==> src/rtl/rle_pkg.sv <==
package rle_pkg;
  typedef enum logic [2:0] {
    ST_IDLE,
    ST_DC,
    ST_ZRL,
    ST_AC,
    ST_EOB
  } gen_state_e;

  localparam int        RUN_MAX = 15;
  localparam logic [7:0] SYM_ZRL = 8'hF0;
  localparam logic [7:0] SYM_EOB = 8'h00;
endpackage

==> src/rtl/rle_lzc.sv <==
module rle_lzc #(
  parameter int W = 16,
  localparam int CNT_W = $clog2(W + 1)
) (
  input  logic [W-1:0]     vec,
  output logic [CNT_W-1:0] cnt
);
  always_comb begin
    cnt = CNT_W'(W);
    for (int i = 0; i < W; i++) begin
      if (vec[i]) cnt = CNT_W'(W - 1 - i);
    end
  end
endmodule

==> src/rtl/rle_category.sv <==
module rle_category #(
  parameter int COEF_W = 16,
  localparam int CAT_W = $clog2(COEF_W + 1)
) (
  input  logic [COEF_W-1:0] value,
  output logic [CAT_W-1:0]  cat,
  output logic [COEF_W-1:0] amp
);
  logic              neg;
  logic [COEF_W-1:0] mag;
  logic [CAT_W-1:0]  lead;
  logic [COEF_W-1:0] keep;

  assign neg = value[COEF_W-1];
  assign mag = neg ? COEF_W'(~value + 1'b1) : value;

  rle_lzc #(.W(COEF_W)) i_mag_lzc (.vec(mag), .cnt(lead));

  assign cat  = CAT_W'(COEF_W) - lead;
  assign keep = ~({COEF_W{1'b1}} << cat);
  assign amp  = neg ? (~mag & keep) : value;

  // no amplitude bit above the category
  always_comb begin
    if (cat < CAT_W'(COEF_W))
      assert_amp_fits_R2: assert ((amp & ~keep) == '0);
  end
endmodule

==> src/rtl/rle_symbol_gen.sv <==
module rle_symbol_gen
  import rle_pkg::*;
#(
  parameter int COEF_W = 16,
  parameter int NCOEF  = 64,
  localparam int CAT_W = $clog2(COEF_W + 1),
  localparam int AC_N  = NCOEF - 1,
  localparam int IDX_W = $clog2(NCOEF),
  localparam int SYM_W = 8
) (
  input  logic                    clk,
  input  logic                    rst_n,
  input  logic                    blk_valid,
  output logic                    blk_ready,
  input  logic [NCOEF*COEF_W-1:0] blk_coef,
  input  logic [AC_N-1:0]         blk_map,
  output logic                    rec_valid,
  input  logic                    rec_ready,
  output logic [SYM_W-1:0]        rec_sym,
  output logic                    rec_is_ac,
  output logic [COEF_W-1:0]       rec_amp,
  output logic [CAT_W-1:0]        rec_len
);
  gen_state_e              state_q;
  logic [NCOEF*COEF_W-1:0] coef_q;
  logic [AC_N-1:0]         map_q;
  logic [IDX_W:0]          pos_q;
  logic [IDX_W-1:0]        run_q;
  logic [IDX_W-1:0]        idx_q;

  logic [COEF_W-1:0] sel_coef;
  logic [CAT_W-1:0]  sel_cat;
  logic [COEF_W-1:0] sel_amp;
  logic [IDX_W-1:0]  map_lead;
  logic [IDX_W:0]    scan_tgt;
  gen_state_e        scan_state;
  logic [IDX_W-1:0]  run_less;
  logic              fire;

  assign sel_coef = coef_q[int'(idx_q)*COEF_W +: COEF_W];

  rle_category #(.COEF_W(COEF_W)) i_cat (
    .value(sel_coef), .cat(sel_cat), .amp(sel_amp)
  );

  rle_lzc #(.W(AC_N)) i_map_lzc (.vec(map_q), .cnt(map_lead));

  assign fire     = rec_valid && rec_ready;
  assign scan_tgt = pos_q + {1'b0, map_lead};
  assign run_less = run_q - IDX_W'(RUN_MAX + 1);

  always_comb begin
    if (map_q == '0)
      scan_state = (pos_q != (IDX_W+1)'(NCOEF)) ? ST_EOB : ST_IDLE;
    else if (int'(map_lead) > RUN_MAX)
      scan_state = ST_ZRL;
    else
      scan_state = ST_AC;
  end

  always_ff @(posedge clk or negedge rst_n) begin
    if (!rst_n) begin
      state_q <= ST_IDLE;
      coef_q  <= '0;
      map_q   <= '0;
      pos_q   <= '0;
      run_q   <= '0;
      idx_q   <= '0;
    end else begin
      unique case (state_q)
        ST_IDLE: if (blk_valid) begin
          coef_q  <= blk_coef;
          map_q   <= blk_map;
          pos_q   <= (IDX_W+1)'(1);
          idx_q   <= '0;
          state_q <= ST_DC;
        end
        ST_DC, ST_AC: if (fire) begin
          state_q <= scan_state;
          if (map_q != '0) begin
            run_q <= map_lead;
            idx_q <= scan_tgt[IDX_W-1:0];
            pos_q <= scan_tgt + 1'b1;
            map_q <= (map_q << map_lead) << 1;
          end
        end
        ST_ZRL: if (fire) begin
          run_q <= run_less;
          if (int'(run_less) <= RUN_MAX) state_q <= ST_AC;
        end
        ST_EOB: if (fire) state_q <= ST_IDLE;
        default: state_q <= ST_IDLE;
      endcase
    end
  end

  always_comb begin
    rec_sym   = SYM_EOB;
    rec_is_ac = 1'b1;
    rec_amp   = '0;
    rec_len   = '0;
    unique case (state_q)
      ST_DC: begin
        rec_sym   = SYM_W'(sel_cat);
        rec_is_ac = 1'b0;
        rec_amp   = sel_amp;
        rec_len   = sel_cat;
      end
      ST_AC: begin
        rec_sym = {run_q[3:0], 4'b0000} + SYM_W'(sel_cat);
        rec_amp = sel_amp;
        rec_len = sel_cat;
      end
      ST_ZRL:  rec_sym = SYM_ZRL;
      default: rec_sym = SYM_EOB;
    endcase
  end

  assign rec_valid = (state_q != ST_IDLE);
  assign blk_ready = (state_q == ST_IDLE);

  // a stalled record is held
  assert_hold_R8: assert property (@(posedge clk) disable iff (!rst_n)
    rec_valid && !rec_ready |=> rec_valid && $stable({rec_sym, rec_is_ac, rec_amp, rec_len}));

  // DC record directly after acceptance
  assert_dc_first_R3: assert property (@(posedge clk) disable iff (!rst_n)
    blk_valid && blk_ready |=> rec_valid && !rec_is_ac);

  // ZRL only while the pending run is above the limit
  assert_zrl_run_R5: assert property (@(posedge clk) disable iff (!rst_n)
    state_q == ST_ZRL |-> int'(run_q) > RUN_MAX);

  // AC length agrees with the size nibble and is nonzero
  assert_ac_len_R4: assert property (@(posedge clk) disable iff (!rst_n)
    state_q == ST_AC |-> rec_len == CAT_W'(rec_sym[3:0]) && rec_len != '0);

  // taking the end-of-block returns the generator to idle
  assert_eob_idle_R6: assert property (@(posedge clk) disable iff (!rst_n)
    fire && rec_is_ac && rec_sym == SYM_EOB |=> blk_ready && !rec_valid);
endmodule

==> config.mk <==
export PLATFORM = sky130hd
export DESIGN_NAME = rle_symbol_gen
export DESIGN_NICKNAME = d
export VERILOG_FILES = /design/src/rtl/rle_pkg.sv /design/src/rtl/rle_lzc.sv /design/src/rtl/rle_category.sv /design/src/rtl/rle_symbol_gen.sv
export SDC_FILE = /design/constraint.sdc
export NUM_CORES = 2
export LEC_CHECK = 0
export BUFFER_PORTS_ARGS = -buffer_cell sky130_fd_sc_hd__buf_4
export CORE_AREA = 2 2 437 439
export CTS_BUF_LIST = sky130_fd_sc_hd__clkbuf_16
export CTS_CLUSTER_DIAMETER = 40
export DETAILED_ROUTE_END_ITERATION = 8
export DIE_AREA = 0 0 439 441
export PLACE_DENSITY = 0.57
export SLEW_MARGIN = 20
export SYNTH_ARGS = -nofsm -noshare
export SYNTH_HDL_FRONTEND = slang
export SYNTH_SLANG_ARGS = --single-unit
==> constraint.sdc <==
create_clock -name clk -period 10.5 [get_ports clk]
set_input_delay 1.575 -clock clk [delete_from_list [all_inputs] [get_ports clk]]
set_output_delay 1.575 -clock clk [all_outputs]
set_load 0.01 [all_outputs]
---- Word level (Yosys, flattened, before mapping) ----
Index checks and enable logic that the tools add are counted.
word-level totals
  bits in registers ....................... 1,109
  input port bits ......................... 1,091
  output and inout bits ................... 32
  logic and storage cells ................. 154
operators by class
  add/subtract/negate cells ............... 6
  magnitude comparators ................... 2
  equality and inequality tests ........... 11
  shift-type cells ........................ 3
  mux-type cells .......................... 110
  bitwise gates (word level) .............. 4
  reductions and logical operators ........ 12
operator list
  cell                                                                 number
  1024-bit by 11-bit variable part select with 16-bit output           1
  6-bit 2-to-1 mux                                                     38
  63-bit 2-to-1 mux                                                    3
  5-bit 2-to-1 mux                                                     33
  63-bit case mux with 2 select lines                                  1
  63-bit logical NOT                                                   1
  63-bit nonzero test                                                  1
  63-bit by 6-bit << shifter with 62-bit output                        1
  16-bit 2-to-1 mux                                                    3
  16-bit NOT                                                           3
  3-bit 2-to-1 mux                                                     11
  4-bit 2-to-1 mux                                                     8
  6-bit case mux with 2 select lines                                   2
  8-bit case mux with 3 select lines                                   1
  7-bit 2-to-1 mux                                                     3
  16-bit by 1-bit adder with 16-bit output, second input constant      1
  16-bit AND                                                           1
  16-bit by 5-bit << shifter with 16-bit output, first input constant  1
  7-bit case mux with 2 select lines                                   1
  3-bit case mux with 4 select lines                                   1
  8-bit by 5-bit adder with 8-bit output                               1
  2-bit != test, second input constant                                 4
  4-bit AND reduction                                                  2
  7-bit by 1-bit adder with 7-bit output, second input constant        1
  19 further kinds                                                     25

---- Longest topological paths before layout ----
  depth after elaboration ................. 68
  gate-level depth with buffers ........... 27
  mapped depth without buffers ............ 22

---- Hierarchy ----
A second synthesis with hierarchy kept.
second synthesis, totals
  cell total of the unflattened synthesis .. 6,058
  area total of the unflattened synthesis .. 56,553.0 sq um
modules (own cells, without submodules)
  module                      instances  cells each  area each (sq um)  seq. area each (sq um)
  rle_symbol_gen              1          5,737       54,592.4           27,751.6
  rle_category                1          147         979.7              0.0
  rle_lzc at i_map_lzc        1          142         792.0              0.0
  rle_lzc at i_cat.i_mag_lzc  1          32          188.9              0.0

---- Worst setup path after synthesis ----
OpenSTA, ideal clock, no wires.
  path type ............................... reg-to-output
  from .................................... register idx_q[0]
  to ...................................... output port rec_sym[6]
  arrival time ............................ 5.730 ns
  data required time ...................... 8.925 ns
  path slack .............................. 3.195 ns
  stages on the path, launching flop included .. 26
  buffers on the path ..................... 3
  cell sequence ........................... dfrtp_1 buf_6 buf_6 buf_2 mux4_2 a22oi_1 a21oi_1 nor4_4 ha_1 inv_1 nor4_1 o2111ai_2 nand2_1 o21ai_0 a32o_1 a222oi_1 a21o_1 o41ai_1 ha_1 inv_1 mux2i_4 inv_1 ha_1 ha_1 xnor2_1 a21oi_1
between the ends
  cells in the longest elaborated chain, start to end .. 23
ends and longest elaborated chain
  item                                                            line                   source
  start, declared                                                 rle_symbol_gen.sv:29   logic [IDX_W-1:0] idx_q;
  start signal, assigned                                          rle_symbol_gen.sv:82   idx_q <= scan_tgt[IDX_W-1:0];
  1024-bit by 11-bit variable part select with 16-bit output (*)  rle_symbol_gen.sv:40   assign sel_coef = coef_q[int'(idx_q)*COEF_W +: COEF_W];
  16-bit NOT                                                      rle_category.sv:15     assign mag = neg ? COEF_W'(~value + 1'b1) : value;
  16-bit by 1-bit adder with 16-bit output                        rle_category.sv:15
  16-bit 2-to-1 mux (*)                                           rle_category.sv:15
  5-bit 2-to-1 mux (15 in a row)                                  rle_lzc.sv:11          if (vec[i]) cnt = CNT_W'(W - 1 - i);
  5-bit 2-to-1 mux (*)                                            rle_lzc.sv:11
  5-bit subtractor (*)                                            rle_category.sv:19     assign cat = CAT_W'(COEF_W) - lead;
  8-bit by 5-bit adder with 8-bit output (*)                      rle_symbol_gen.sv:110  rec_sym = {run_q[3:0], 4'b0000} + SYM_W'(sel_cat);
  8-bit case mux with 3 select lines (*)                          rle_symbol_gen.sv:102  unique case (state_q)
  end, declared                                                   rle_symbol_gen.sv:19   output logic [SYM_W-1:0] rec_sym,
Mark *: on every way between the ends. The rest lies on a longest branch, timed or not.

---- Worst setup path in the final report ----
  from .................................... register idx_q[2]
  to ...................................... output port rec_sym[5]
The elaborated chain is that of the path after synthesis.

==> metrics.cfg <==
[status]
run_status = finished clean

[clock_tree]
cts_root_buffer = sky130_fd_sc_hd__clkbuf_16
total_cts_buffers = 204
clk_pin_slew_ps = 50
skew_pair_late_insertion_delay_ps = 900
cts_max_level = 4
cts.path.max_buffers = 3
cts_tree = built
holdBufCountCts = 0
cts.sinks = 1109
cts_repair_resize_count = 0

[routing]
viasPerCell = 5.22
vias = 51900
drc = 0
totalWireLength_um = 281000
detail_route.iter0.violations = 5396
drtAntennaViolNets = 0
route.detailed.wl_per_inst_um = 28.3
first_pass_iters = 5

[synthesis]
synth_enable_flop_cells = 0
synthDominantAreaCellType = sky130_fd_sc_hd__dfrtp_1
synth.area.top_cells = sky130_fd_sc_hd__dfrtp_1 49%, sky130_fd_sc_hd__nand2_1 21%, sky130_fd_sc_hd__mux4_2 11%
synth_area_um2 = 56200
yosysTopAreaCellShare_pct = 49.4
synth-warning-count = 0
ys_dominant_reg_cell = sky130_fd_sc_hd__dfrtp_1
syn_inst = 6220
ys_types = 90
ys_seq_area_share_pct = 49.4
synth_top_cells_by_count = 3193 x sky130_fd_sc_hd__nand2_1, 1109 x sky130_fd_sc_hd__dfrtp_1, 331 x sky130_fd_sc_hd__clkbuf_1, 268 x sky130_fd_sc_hd__mux4_2, 186 x sky130_fd_sc_hd__mux2i_1
synth.ff_latch_count = 1109
syn_avg_cell_area_um2 = 9.03
leading_cell_type_by_number_of_instances_after_synthesis = sky130_fd_sc_hd__nand2_1
synth-async-reset-ratio_pct = 100
syn-num-nets = 7327

[grt]
antenna_found_initial = 45
total_overflow_reported_by_the_global_router = 0
grt_pass1_vias = 52600
grt_max_degree = 235
groute.usage.overall_pct = 28.5
global_route_wire_length_before_repair_um = 392000

[die]
initial_core_util_pct = 29.7
die_w_um = 439
design.portCount = 1123
fp.coreArea_um2 = 189000
die_h_um = 441
die_area_um2 = 194000
core.rowCount = 160

[flow_run]
max_cap_viol_count = 0

[final_layout]
num-nets-final = 8347
drive_above_1_share_pct = 26.0
end_of_flow_core_utilization_pct = 39.4
fill_cells = 19100
areaGrowthSynthToFinish_pct = 32.8

[sta]
fin_setup_tns_ps = 0
slew_worst_pin_ps = 1190
hold_violations = 0
timing.max_slew.rel_slack_pct = 20.9
fin_crit_sh_pct = 96.2
unrepaired_setup_endpoints_after_global_routing = no
fmax_ghz = 0.0990
post-route-min-period_ps = 10100
final_max_slew_viol_count = 0
final_skew_ps = 102
setup_violations = 0

[power]
power.ir.vdd_worst_uv = 211
leakage_uw = 0.0376
power_per_cell_area_nw_per_um2 = 275

[placed_design]
post-dp-hpwl_um = 216000
gpl.final_weighted_congestion = 0.962
portBuffers = 1122

[hold_path]
min-delay-path-class = reg -> reg

[setup_path]
critPathLaunchType = register
critPathArrivalTime_ps = 8530
critPathCaptureType = output pin
cp.required_ps = 8930
worst-setup-path-type = reg -> out
critical_path.max_fanout = 13

registers in the layout, indices dropped and copies added, names as in the netlist:
register  cells
idx_q         6
coef_q     1024
pos_q         7
run_q         6
map_q        63
state_q       3
metrics by stage:
stage	std cells	hold slack [ps]	setup slack [ps]	instance area, um^2	total power (uW)
floorplan	6220	440	3190	56200	9790
global placement	9536	452	893	67100	13500
detailed placement	9537	457	888	67100	13500
CTS	9925	471	185	74400	20600
global route	9945	484	25.6	74600	21400
finish	9951	469	399	74600	20500
kinds of logic (layout without fill, tap and decap cells):
family          after synthesis  count (layout)  synth area share, %
simple gates               3570            3570                 24.9
compound gates              586             586                 7.26
flops                      1109            1109                 49.4
fa+ha+maj                    16              16                0.370
other cells                   0              19                    0
xor+xnor                     18              18                0.281
buf+inv                     452            1653                 3.38
mux                         469             469                 14.4
layout make-up:
| type | instances | area [um^2] | area share [%] |
|---|---|---|---|
| Antenna cell | 19 | 47.5 | 0.0637 |
| Clock buffer | 205 | 5130 | 6.87 |
| Multi-Input combinational cell | 4659 | 26700 | 35.7 |
| Inverter | 33 | 124 | 0.166 |
| Sequential cell | 1109 | 27800 | 37.2 |
| Tap cell | 2511 | 3140 | 4.21 |
| Timing Repair Buffer | 1233 | 9580 | 12.8 |
| Clock inverter | 182 | 2180 | 2.92 |
worst paths after layout:
| kind | start | end | slack [ps] | cells past startpoint |
|---|---|---|---|---|
| min in group asynchronous | rst_n | coef_q[46] | 670 | 1 |
| max in group asynchronous | rst_n | coef_q[591] | 7620 | 3 |
| worst max register to register | map_q[2] | pos_q[6] | 4350 | 20 |
| worst min register to register | coef_q[621] | coef_q[621] | 470 | 2 |
| worst max-delay path | idx_q[2] | rec_sym[5] | 400 | 23 |
| worst min-delay path | coef_q[621] | coef_q[621] | 470 | 2 |
report_power, final:
part	switching (uW)	internal [uW]
combinational	5110	3290
sequential	535	4620
clock	2630	4360
per-layer routing:
layer | wire [um] | GRT usage, % | vias up
met5 | 248 | 0.298 | -
li1 | - | - | 22900
met4 | 16500 | 15.3 | 30
met3 | 20200 | 5.87 | 530
met1 | 112000 | 36.4 | 26100
met2 | 132000 | 45.3 | 2369
cell usage in the layout, fill, tap and decap left out, drive strengths merged, types with 14 or more instances in the layout:
cell      count
nor3         50
mux2         14
a221oi       43
ha           15
a22o         25
a31oi        21
a21oi       130
nand3        42
mux2i       187
clkbuf      205
a22oi       108
nor2        130
nand4        15
or3          25
buf        1233
nand2      3195
mux4        268
o211ai       14
inv          87
dfrtp      1109
bufinv       29
o221ai       20
and3         19
clkinv       69
and2         19
o22ai        20
o21ai        93
nor4         25
clkinvlp     30
nand2b       16
diode        19
timing repair:
| item | CTS | global route |
|---|---|---|
| setup buffers | 1 | 4 |
| pin swaps | 0 | 1 |
| setup endpoints to repair | 2 | 7 |
| gates cloned | 0 | 0 |
worst max-delay path, cell delays in order (launching register included):
cell	delay (ps)
sky130_fd_sc_hd__dfrtp_1	810
sky130_fd_sc_hd__nor2b_4	840
sky130_fd_sc_hd__buf_4	300
sky130_fd_sc_hd__a22oi_1	80
sky130_fd_sc_hd__a21oi_1	740
sky130_fd_sc_hd__nor4_4	150
sky130_fd_sc_hd__ha_1	330
sky130_fd_sc_hd__inv_1	210
sky130_fd_sc_hd__nor4_1	120
sky130_fd_sc_hd__o2111ai_2	590
sky130_fd_sc_hd__o21ai_1	190
sky130_fd_sc_hd__xnor2_1	580
sky130_fd_sc_hd__o211ai_1	270
sky130_fd_sc_hd__a2bb2oi_1	200
sky130_fd_sc_hd__or3_1	400
sky130_fd_sc_hd__ha_1	240
sky130_fd_sc_hd__inv_1	170
sky130_fd_sc_hd__mux2i_4	430
sky130_fd_sc_hd__inv_1	140
sky130_fd_sc_hd__ha_1	230
sky130_fd_sc_hd__ha_1	280
sky130_fd_sc_hd__inv_1	40
sky130_fd_sc_hd__a21oi_1	170
sky130_fd_sc_hd__buf_4	150
No activity file was read; power rests on OpenSTA's default activity.
